## src/rtl/sbs_pkg.sv

```systemverilog
package sbs_pkg;
    parameter int unsigned SBS_BURST_W = 2;

    typedef enum logic [1:0] {
        ST_IDLE  = 2'd0,
        ST_BURST = 2'd1,
        ST_SLEEP = 2'd2
    } sbs_state_e;
endpackage

```

## src/rtl/sbs_burst_ctr.sv

```systemverilog
// Two-bit burst sequencer: yields the low address bits of the current cycle.
module sbs_burst_ctr #(
    parameter int unsigned CW = 2
) (
    input  logic          clk,
    input  logic          rst_n,
    input  logic          load_i,
    input  logic          adv_i,
    input  logic          linear_i,
    input  logic [CW-1:0] start_i,
    output logic [CW-1:0] idx_o
);
    logic [CW-1:0] base_q, cnt_q, base_d, cnt_d;

    always_comb begin
        base_d = load_i ? start_i : base_q;
        if (load_i)
            cnt_d = '0;
        else if (adv_i)
            cnt_d = cnt_q + CW'(1);
        else
            cnt_d = cnt_q;
    end

    // linear order adds the count, interleaved order flips bits with it
    assign idx_o = linear_i ? (base_d + cnt_d) : (base_d ^ cnt_d);

    always_ff @(posedge clk or negedge rst_n) begin
        if (!rst_n) begin
            base_q <= '0;
            cnt_q  <= '0;
        end else begin
            base_q <= base_d;
            cnt_q  <= cnt_d;
        end
    end
endmodule

```

## src/rtl/sbs_lane_mem.sv

```systemverilog
// Storage split per lane; each lane has its own write strobe.
module sbs_lane_mem #(
    parameter int unsigned ADDR_W = 6,
    parameter int unsigned LANES  = 4,
    parameter int unsigned LANE_W = 9,
    localparam int unsigned DATA_W = LANES * LANE_W,
    localparam int unsigned DEPTH  = 1 << ADDR_W
) (
    input  logic              clk,
    input  logic [LANES-1:0]  we_i,
    input  logic [ADDR_W-1:0] waddr_i,
    input  logic [DATA_W-1:0] wdata_i,
    input  logic [ADDR_W-1:0] raddr_i,
    output logic [DATA_W-1:0] rdata_o
);
    for (genvar l = 0; l < LANES; l++) begin : g_lane
        logic [LANE_W-1:0] cells [DEPTH];

        always_ff @(posedge clk) begin
            if (we_i[l])
                cells[waddr_i] <= wdata_i[l*LANE_W +: LANE_W];
        end

        assign rdata_o[l*LANE_W +: LANE_W] = cells[raddr_i];
    end
endmodule

```

## src/rtl/sbs_out_path.sv

```systemverilog
// Output stage: flow-through bypass or one extra register, plus drive gating.
module sbs_out_path #(
    parameter int unsigned DATA_W = 36
) (
    input  logic              clk,
    input  logic              rst_n,
    input  logic              flow_i,
    input  logic              rd_vld_i,
    input  logic [DATA_W-1:0] rd_data_i,
    input  logic              oe_n_i,
    input  logic              sleep_i,
    output logic [DATA_W-1:0] data_o,
    output logic              drive_o
);
    logic              s2_vld;
    logic [DATA_W-1:0] s2_data;
    logic              word_vld;

    always_ff @(posedge clk or negedge rst_n) begin
        if (!rst_n)
            s2_vld <= 1'b0;
        else
            s2_vld <= rd_vld_i;
    end

    always_ff @(posedge clk) begin
        s2_data <= rd_data_i;
    end

    assign word_vld = flow_i ? rd_vld_i : s2_vld;
    assign data_o   = flow_i ? rd_data_i : s2_data;
    assign drive_o  = word_vld & ~oe_n_i & ~sleep_i;
endmodule

```

## src/rtl/sburst_sram.sv

```systemverilog
module sburst_sram
    import sbs_pkg::*;
#(
    parameter int unsigned ADDR_W = 6,
    parameter int unsigned LANES  = 4,
    parameter int unsigned LANE_W = 9,
    localparam int unsigned DATA_W = LANES * LANE_W
) (
    input  logic              clk,
    input  logic              rst_n,
    input  logic [ADDR_W-1:0] addr_i,
    input  logic [DATA_W-1:0] wdata_i,
    input  logic              en1_n_i,
    input  logic              en2_i,
    input  logic              en3_n_i,
    input  logic              ld_rd_n_i,
    input  logic              ld_n_i,
    input  logic              adv_n_i,
    input  logic              allwr_n_i,
    input  logic              bwr_n_i,
    input  logic [LANES-1:0]  lane_n_i,
    input  logic              oe_n_i,
    input  logic              sleep_i,
    input  logic              flow_i,
    input  logic              linear_i,
    output logic [DATA_W-1:0] rdata_o,
    output logic              drive_o
);
    localparam int unsigned HI_W = ADDR_W - SBS_BURST_W;

    sbs_state_e st_q, st_d;
    logic chip_sel, wr_req, strobe;
    logic ld, adv, acc_rd, acc_wr;
    logic [LANES-1:0]       lane_we;
    logic [SBS_BURST_W-1:0] idx;
    logic [HI_W-1:0]        hi_q;
    logic [ADDR_W-1:0]      cyc_addr, s1_addr;
    logic                   s1_rd;
    logic [DATA_W-1:0]      arr_rd;

    assign chip_sel = ~en1_n_i & en2_i & ~en3_n_i;
    assign wr_req   = ~allwr_n_i | ~bwr_n_i;
    assign strobe   = ~ld_rd_n_i | ~ld_n_i;

    // decode and next state
    always_comb begin
        st_d   = st_q;
        ld     = 1'b0;
        adv    = 1'b0;
        acc_rd = 1'b0;
        acc_wr = 1'b0;
        if (sleep_i) begin
            st_d = ST_SLEEP;
        end else if (strobe) begin
            if (chip_sel) begin
                ld     = 1'b1;
                acc_rd = ~ld_rd_n_i | ~wr_req;
                acc_wr = ~acc_rd;
                st_d   = ST_BURST;
            end else begin
                st_d = ST_IDLE;
            end
        end else begin
            unique case (st_q)
                ST_BURST: begin
                    adv    = ~adv_n_i;
                    acc_rd = ~wr_req;
                    acc_wr = wr_req;
                end
                ST_IDLE, ST_SLEEP: st_d = ST_IDLE;
                default:           st_d = ST_IDLE;
            endcase
        end
        lane_we = '0;
        if (acc_wr)
            lane_we = ~allwr_n_i ? '1 : ~lane_n_i;
    end

    // state register
    always_ff @(posedge clk or negedge rst_n) begin
        if (!rst_n)
            st_q <= ST_IDLE;
        else
            st_q <= st_d;
    end

    // input register stage
    always_ff @(posedge clk or negedge rst_n) begin
        if (!rst_n) begin
            hi_q    <= '0;
            s1_rd   <= 1'b0;
            s1_addr <= '0;
        end else begin
            if (ld)
                hi_q <= addr_i[ADDR_W-1:SBS_BURST_W];
            s1_rd <= acc_rd;
            if (acc_rd)
                s1_addr <= cyc_addr;
        end
    end

    assign cyc_addr = ld ? addr_i : {hi_q, idx};

    sbs_burst_ctr #(.CW(SBS_BURST_W)) u_ctr (
        .clk      (clk),
        .rst_n    (rst_n),
        .load_i   (ld),
        .adv_i    (adv),
        .linear_i (linear_i),
        .start_i  (addr_i[SBS_BURST_W-1:0]),
        .idx_o    (idx)
    );

    sbs_lane_mem #(.ADDR_W(ADDR_W), .LANES(LANES), .LANE_W(LANE_W)) u_mem (
        .clk     (clk),
        .we_i    (lane_we),
        .waddr_i (cyc_addr),
        .wdata_i (wdata_i),
        .raddr_i (s1_addr),
        .rdata_o (arr_rd)
    );

    sbs_out_path #(.DATA_W(DATA_W)) u_out (
        .clk       (clk),
        .rst_n     (rst_n),
        .flow_i    (flow_i),
        .rd_vld_i  (s1_rd),
        .rd_data_i (arr_rd),
        .oe_n_i    (oe_n_i),
        .sleep_i   (sleep_i),
        .data_o    (rdata_o),
        .drive_o   (drive_o)
    );
endmodule

```

## config.mk

```make
export PLATFORM = sky130hd
export DESIGN_NAME = sburst_sram
export DESIGN_NICKNAME = d
export VERILOG_FILES = /design/src/rtl/sbs_pkg.sv /design/src/rtl/sbs_burst_ctr.sv /design/src/rtl/sbs_lane_mem.sv /design/src/rtl/sbs_out_path.sv /design/src/rtl/sburst_sram.sv
export SDC_FILE = /design/constraint.sdc
export NUM_CORES = 2
export LEC_CHECK = 0
export CAP_MARGIN = 10
export CORE_MARGIN = 2
export CORE_UTILIZATION = 50
export CTS_BUF_LIST = sky130_fd_sc_hd__clkbuf_16
export DETAILED_ROUTE_END_ITERATION = 16
export GPL_TIMING_DRIVEN = 0
export PLACE_DENSITY = 0.67
export SLEW_MARGIN = 20
export SYNTH_ARGS = -nofsm -noshare
export SYNTH_HDL_FRONTEND = slang
export SYNTH_SLANG_ARGS = --single-unit
```

## constraint.sdc

```tcl
create_clock -name clk -period 5.2 [get_ports clk]
set_input_delay 0.52 -clock clk [delete_from_list [all_inputs] [get_ports clk]]
set_output_delay 0.52 -clock clk [all_outputs]
set_load 0.02 [all_outputs]
```

Yosys cells after proc, flatten, opt, wreduce, memory -nomap -nowiden --
Memories as Yosys holds them, arrays and structs flattened. Index checks and enable logic that the tools add are counted.
Storage, ports and cells: bits in registers 54, bits in writable memories 2304, bits of input ports 60, word-level logic and storage cells 71, memories kept 4
Memory list:
- u_mem.g_lane[0].cells | depth 64, bits a word 9, rd ports 1, clocked after Yosys merged registers in 0, write ports 1, line sbs_lane_mem.sv:17 | logic [LANE_W-1:0] cells [DEPTH];
- u_mem.g_lane[1].cells | depth 64, bits a word 9, rd ports 1, clocked after Yosys merged registers in 0, write ports 1, line sbs_lane_mem.sv:17
- u_mem.g_lane[2].cells | depth 64, bits a word 9, rd ports 1, clocked after Yosys merged registers in 0, write ports 1, line sbs_lane_mem.sv:17
- u_mem.g_lane[3].cells | depth 64, bits a word 9, rd ports 1, clocked after Yosys merged registers in 0, write ports 1, line sbs_lane_mem.sv:17
Operators by class: add/subtract/negate cells 2, eq/ne operators 2, mux-type cells 35, bitwise operators 20
Operator list (number):
- two-way mux 36 bit | 1
- two-way mux 1 bit | 24
- two-way mux 2 bit | 7
- NOT 1 bit | 11
- two-way mux 4 bit | 2
- two-way mux 6 bit | 1
- bitwise AND 1 bit | 4
- NOT 4 bit | 1
- inequality test 3 bit (second input constant) | 1
- bitwise OR 1 bit | 3
- adder 2 x 1 -> 2 bit (second input constant) | 1
- adder 2 bit | 1
- == test 2 x 1 -> 1 bit (second input constant) | 1
- bitwise XOR 2 bit | 1

Logic depth before layout (Yosys ltp) --
depth after elaboration 11, depth in mapped cells 15, mapped depth without buffers 9

Cells and area by module --
Synthesis repeated with hierarchy kept, for this count alone.
Second synthesis, totals: cells, all modules 4173, area total of the unflattened synthesis 91370.1 µm²
By module, submodules not included:
- sbs_lane_mem | instances 1, cells each 4027, area each 89213.1 µm², sequential area each 69186.4 µm²
- sbs_out_path | instances 1, cells each 79, area each 1351.3 µm², sequential area each 745.7 µm²
- sburst_sram | instances 1, cells each 51, area each 606.8 µm², sequential area each 325.3 µm²
- sbs_burst_ctr | instances 1, cells each 16, area each 198.9 µm², sequential area each 100.1 µm²

Least setup slack after synthesis --
Ideal clock, no wire load.
path kind input port to flip-flop, from input sleep_i, to memory u_mem.g_lane[3].cells[28][0] (enable), library setup time 0.427 ns, arrival 4.154 ns, path slack 0.619 ns, cell stages on the path 13, buffers on the path 5, path through clkbuf_1 a21oi_2 nand2_1 buf_2 clkbuf_1 buf_1 nand2_1 nand2_1 ha_1 nand2_1 xnor3_1 buf_2 a2111oi_0
Between the ends: elaborated cells on any way between the ends 13, classes of those cells add/sub: 1; mux: 11; bitwise: 1
RTL lines:
- from (decl) | line sburst_sram.sv:23 | input logic sleep_i,
- two-way mux 1 bit * | line sburst_sram.sv:52 | if (sleep_i) begin
- two-way mux 2 bit * | line sbs_burst_ctr.sv:16 | base_d = load_i ? start_i : base_q;
- via u_ctr.base_d[0] | line sbs_burst_ctr.sv:13 | logic [CW-1:0] base_q, cnt_q, base_d, cnt_d;
- adder 2 bit or bitwise XOR 2 bit (tied branches) | line sbs_burst_ctr.sv:26 | assign idx_o = linear_i ? (base_d + cnt_d) : (base_d ^ cnt_d);
- two-way mux 2 bit * | line sbs_burst_ctr.sv:26
- two-way mux 6 bit * | line sburst_sram.sv:102 | assign cyc_addr = ld ? addr_i : {hi_q, idx};
- to (decl) | line sbs_lane_mem.sv:17
The timed path passes the listed nets; every way through them passes the cells marked *.

Worst setup path in the final report --
from register s1_addr[5], to output rdata_o[19]
Between the ends: longest elaborated chain between the ends 2
Ends and longest elaborated chain:
- from (decl) | line sburst_sram.sv:37 | logic [ADDR_W-1:0] cyc_addr, s1_addr;
- from (signal assigned) | line sburst_sram.sv:98 | s1_addr <= cyc_addr;
- memory read (64 x 9 bit)
- via arr_rd[19] | line sburst_sram.sv:39 | logic [DATA_W-1:0] arr_rd;
- two-way mux 36 bit | line sbs_out_path.sv:31 | assign data_o = flow_i ? rd_data_i : s2_data;
- to (decl) | line sburst_sram.sv:26 | output logic [DATA_W-1:0] rdata_o,
The timed path passes the listed nets, and every way through them passes these cells.

==> metrics.log <==
[metrics] worst voltage drop across the vdd grid: 0.000321 V
[metrics] worst path required time: 4.68 ns
[metrics] DP Wirelength: 193000 um
[metrics] total CTS buffers: 227
[metrics] post-route standard cell area excluding fillers: 112000 um2
[metrics] start point of the worst min-delay path: wdata_i[8]
[metrics] endpoint of the most critical register-to-register path: u_mem.g_lane[1].cells[19][1]$_DFFE_PP_
[metrics] Leak Pwr: 36.1 nW
[metrics] final global-route overflow total: 0
[metrics] final worst path period share: 101%
[metrics] Syn Inst Count: 4316
[metrics] maximum buffer depth of the clock tree: 3
[metrics] largest net degree at the start of global routing: 65
[metrics] remaining antenna violation count after routing: 0
[metrics] final count of pins violating max slew: 0
[metrics] CTS tree: done
[metrics] antenna violations before repair: 5
[metrics] root buffer cell: clkbuf_16
[metrics] largest area contributor in the netlist: edfxtp_1
[metrics] most used flip-flop cell after synthesis: edfxtp_1
[metrics] highest clock rate: 190 MHz
[metrics] drt first-iter violations: 7461
[metrics] Reg-to-Reg Start: st_q[1]$_DFFE_PN0P_
[metrics] Largest stage delay, worst path: 0.68 ns
[metrics] aggregate global-route resource usage: 28.8%
[metrics] Worst Hold Path Cells: 1
[metrics] worst setup skew after layout: 0.0531 ns
[metrics] Synthesized Nets: 4377
[metrics] synth top area cells: edfxtp_1 74%, mux4_2 12%, mux2i_1 4.3%
[metrics] most used standard cells in the synthesized netlist: 2304 x edfxtp_1, 504 x mux4_2, 401 x mux2i_1
[metrics] worst relative slew slack: 15.1%
[metrics] last weighted congestion value of the routability-driven placer: 1.02
[metrics] share of the yosys chip area belonging to registers: 75.5%
[metrics] number of enable-type register cells in the synthesized netlist: 2304
[metrics] element type at the critical path start: flop
[metrics] DRC violation count after routing: 0
[metrics] setup bufs post-CTS: 0
[metrics] Post-synth ARST share: 0.763%
[metrics] Avg Vias per Cell: 6.62
[metrics] insertion delay of the later-clocked pin in the worst-skew pair: 0.90 ns
[metrics] r2r setup slk: 0.62 ns
[metrics] setup slack at placement: -1.60 ns
[metrics] standard-cell rows: 158
[metrics] Worst Hold Path EP: u_mem.g_lane[0].cells[9][8]$_DFFE_PP_
[metrics] outcome: finished, violations left
[metrics] Die Height: 436 um
[metrics] via total after detailed routing: 50700
[metrics] Critical-path top delay cell: clkbuf_1
[metrics] count of endpoints failing setup in the final report: 4
[metrics] Setup TNS Final: -0.158 ns
[metrics] CP arrival: 4.75 ns
[metrics] via count of the first global-routing pass: 50500
[metrics] Hold Path Class: in -> reg
[metrics] wire length reported by the detailed router: 275000 um
[metrics] Synth Area per Inst: 21.6 um2
[metrics] Total Nets Final: 5050
[metrics] core area: 185000 um2
[metrics] portion of synthesized cell area occupied by the leading cell type: 74.2%
[metrics] cell area after synthesis: 93200 um2
[metrics] Die Outline Area: 190000 um2
[metrics] clock-pin slew on the worst setup and hold paths: 0.06 ns
[metrics] first-pass iteration count of the detailed router: 6
[metrics] ordered list of cells on the worst path: clkbuf_2 > clkbuf_1 > mux4_2 > mux2i_4 > a32oi_2 > mux2_2 > clkdlybuf4s50_1
[metrics] Worst Tran Pin Value: 1.26 ns
[metrics] number of synthesized register bits: 2358
[metrics] worst setup path category: reg -> out
[metrics] violated checks: setup timing
[metrics] clk sinks: 2358
[metrics] die span in x: 436 um
[metrics] total power density per cell area: 445 nW/um2
[metrics] Final WS setup: -0.0664 ns
[metrics] time the final worst path needs with I/O delays and setup: 5.27 ns
[metrics] wire length per cell after detailed routing: 35.9 um
[metrics] max-cap viol count: 0
[metrics] # IOs: 97
[metrics] category of the worst setup path capture point: output pin
[metrics] critical-path maximum fanout: 10
[metrics] final number of hold-violating endpoints: 0
[metrics] number of cell instances on the worst register-to-register path: 12
[metrics] Area growth syn-to-layout: 19.8%
[metrics] wire length of the first global-routing pass: 384000 um
[metrics] Syn. warnings: 0
[metrics] number of input and output port buffers inserted: 93
[metrics] Initial Utilization: 50.3%
[metrics] total cell area at the placement stage: 103000 um2
[metrics] synth unique cells: 49
[metrics] count leader, synth: edfxtp_1
[metrics] number of H-tree levels: 4
[metrics] share of post-route cells with drive strength above 1: 35.0%
final cells by class:
class / instances / area (um2)
inverter: 4 / 15.0
clock inverter: 196 / 1380
timing repair buffer: 447 / 3950
clock buffer: 228 / 5710
multi-input combinational: 1621 / 25100
tap: 2480 / 3100
buffer: 330 / 2050
antenna: 4 / 10.0
sequential: 2358 / 70400
fill: 12900 / 73800
worst max-delay path by stage:
stage | startpoint | to | slack [ns] | cells after the start
2_1_floorplan | sleep_i | u_mem.g_lane[3].cells[28][0]$_DFFE_PP_ | 0.62 | 13
3_3_place_gp | en2_i | u_mem.g_lane[3].cells[61][0]$_DFFE_PP_ | -3.47 | 13
3_5_place_dp | ld_n_i | u_mem.g_lane[2].cells[46][5]$_DFFE_PP_ | -1.60 | 16
4_1_cts | s1_addr[3]$_DFFE_PN0P_ | rdata_o[15] | 0.00005 | 10
5_1_grt | ld_rd_n_i | u_mem.g_lane[2].cells[23][7]$_DFFE_PP_ | -0.003 | 15
6_report | s1_addr[5]$_DFFE_PN0P_ | rdata_o[19] | -0.07 | 7
cell families after synthesis:
| family | after synthesis | share of synthesized area, % |
|---|---|---|
| compound gates | 536 | 5.16 |
| flops | 2358 | 75.5 |
| mux | 943 | 16.9 |
| xor+xnor | 3 | 0.0510 |
| fa+ha+maj | 1 | 0.0134 |
| buf+inv | 337 | 1.61 |
| simple gates | 138 | 0.752 |
power by group:
part           internal (mW)  leakage, nW  switching [mW]
clock network           8.52         3.70            7.16
registers               21.0         21.2          0.0709
logic                   4.93         11.2            8.01
registers in the layout, summed over array words and instances, names as in the netlist:
signal	count
st_q	2
hi_q	4
s1_rd	1
u_ctr.cnt_q	2
s1_addr	6
u_out.s2_data	36
u_out.s2_vld	1
u_ctr.base_q	2
u_mem.g_lane.cells	2304
stage by stage:
stage                     hold slack (ns)  instances  utilization [%]  total power, mW
after floorplan                     0.224       4316                -             28.0
after CTS                         0.00454       7662             60.1             49.6
after detailed placement            0.363       7240             55.7             33.2
after global routing               0.0393       7666             60.2             50.9
final                              0.0457       7668             60.2             49.7
after global placement              0.366       6889             52.4             32.7
routing by layer:
layer	GRT usage, %	vias up	share of wire, %
met4	14.2	2	5.7
li1	-	20100	-
met3	7.25	751	11
met1	38.7	26600	37
met2	44.3	3358	46
met5	0	-	0.0047
critical path, delay by kind of cell (launching register included):
family | cells | cell delay, ns
flip-flops | 1 | 0.58
buffers and inverters | 3 | 1.74
AO/OA/AOI/OAI | 1 | 0.22
multiplexers | 3 | 1.30
what timing repair did:
| action | 4_1_cts | 5_1_grt |
|---|---|---|
| setup endpoints to repair | 701 | 507 |
| endpoints found under the hold margin | 1 | 18 |
| gates resized for setup | 318 | 49 |
| pin swaps | 3 | 2 |
| hold buffers | 1 | 1 |
| gates cloned | 0 | 0 |
layout by cell type, fill, tap and decap left out, types with 6 or more instances in the layout:
cell	count
a2111oi_2	66
a2111oi_4	62
a22oi_1	144
a311oi_2	34
a311oi_4	94
a31oi_1	33
a31oi_2	11
a32oi_1	13
a32oi_2	17
a32oi_4	6
buf_1	9
buf_12	31
buf_2	186
buf_4	163
buf_6	128
buf_8	13
bufinv_16	11
clkbuf_1	82
clkbuf_16	229
clkbuf_2	76
clkbuf_4	23
clkdlybuf4s50_1	56
clkinv_1	59
clkinv_16	7
clkinv_2	42
dfrtp_1	17
dfxtp_1	36
edfxtp_1	2304
inv_1	66
mux2_2	38
mux2i_1	362
mux2i_2	10
mux2i_4	29
mux4_2	504
nand2_1	52
nand3_1	42
nor2_1	11
o21ai_0	6
o22a_1	36
Note: power is estimated with default switching activity, not from simulation.
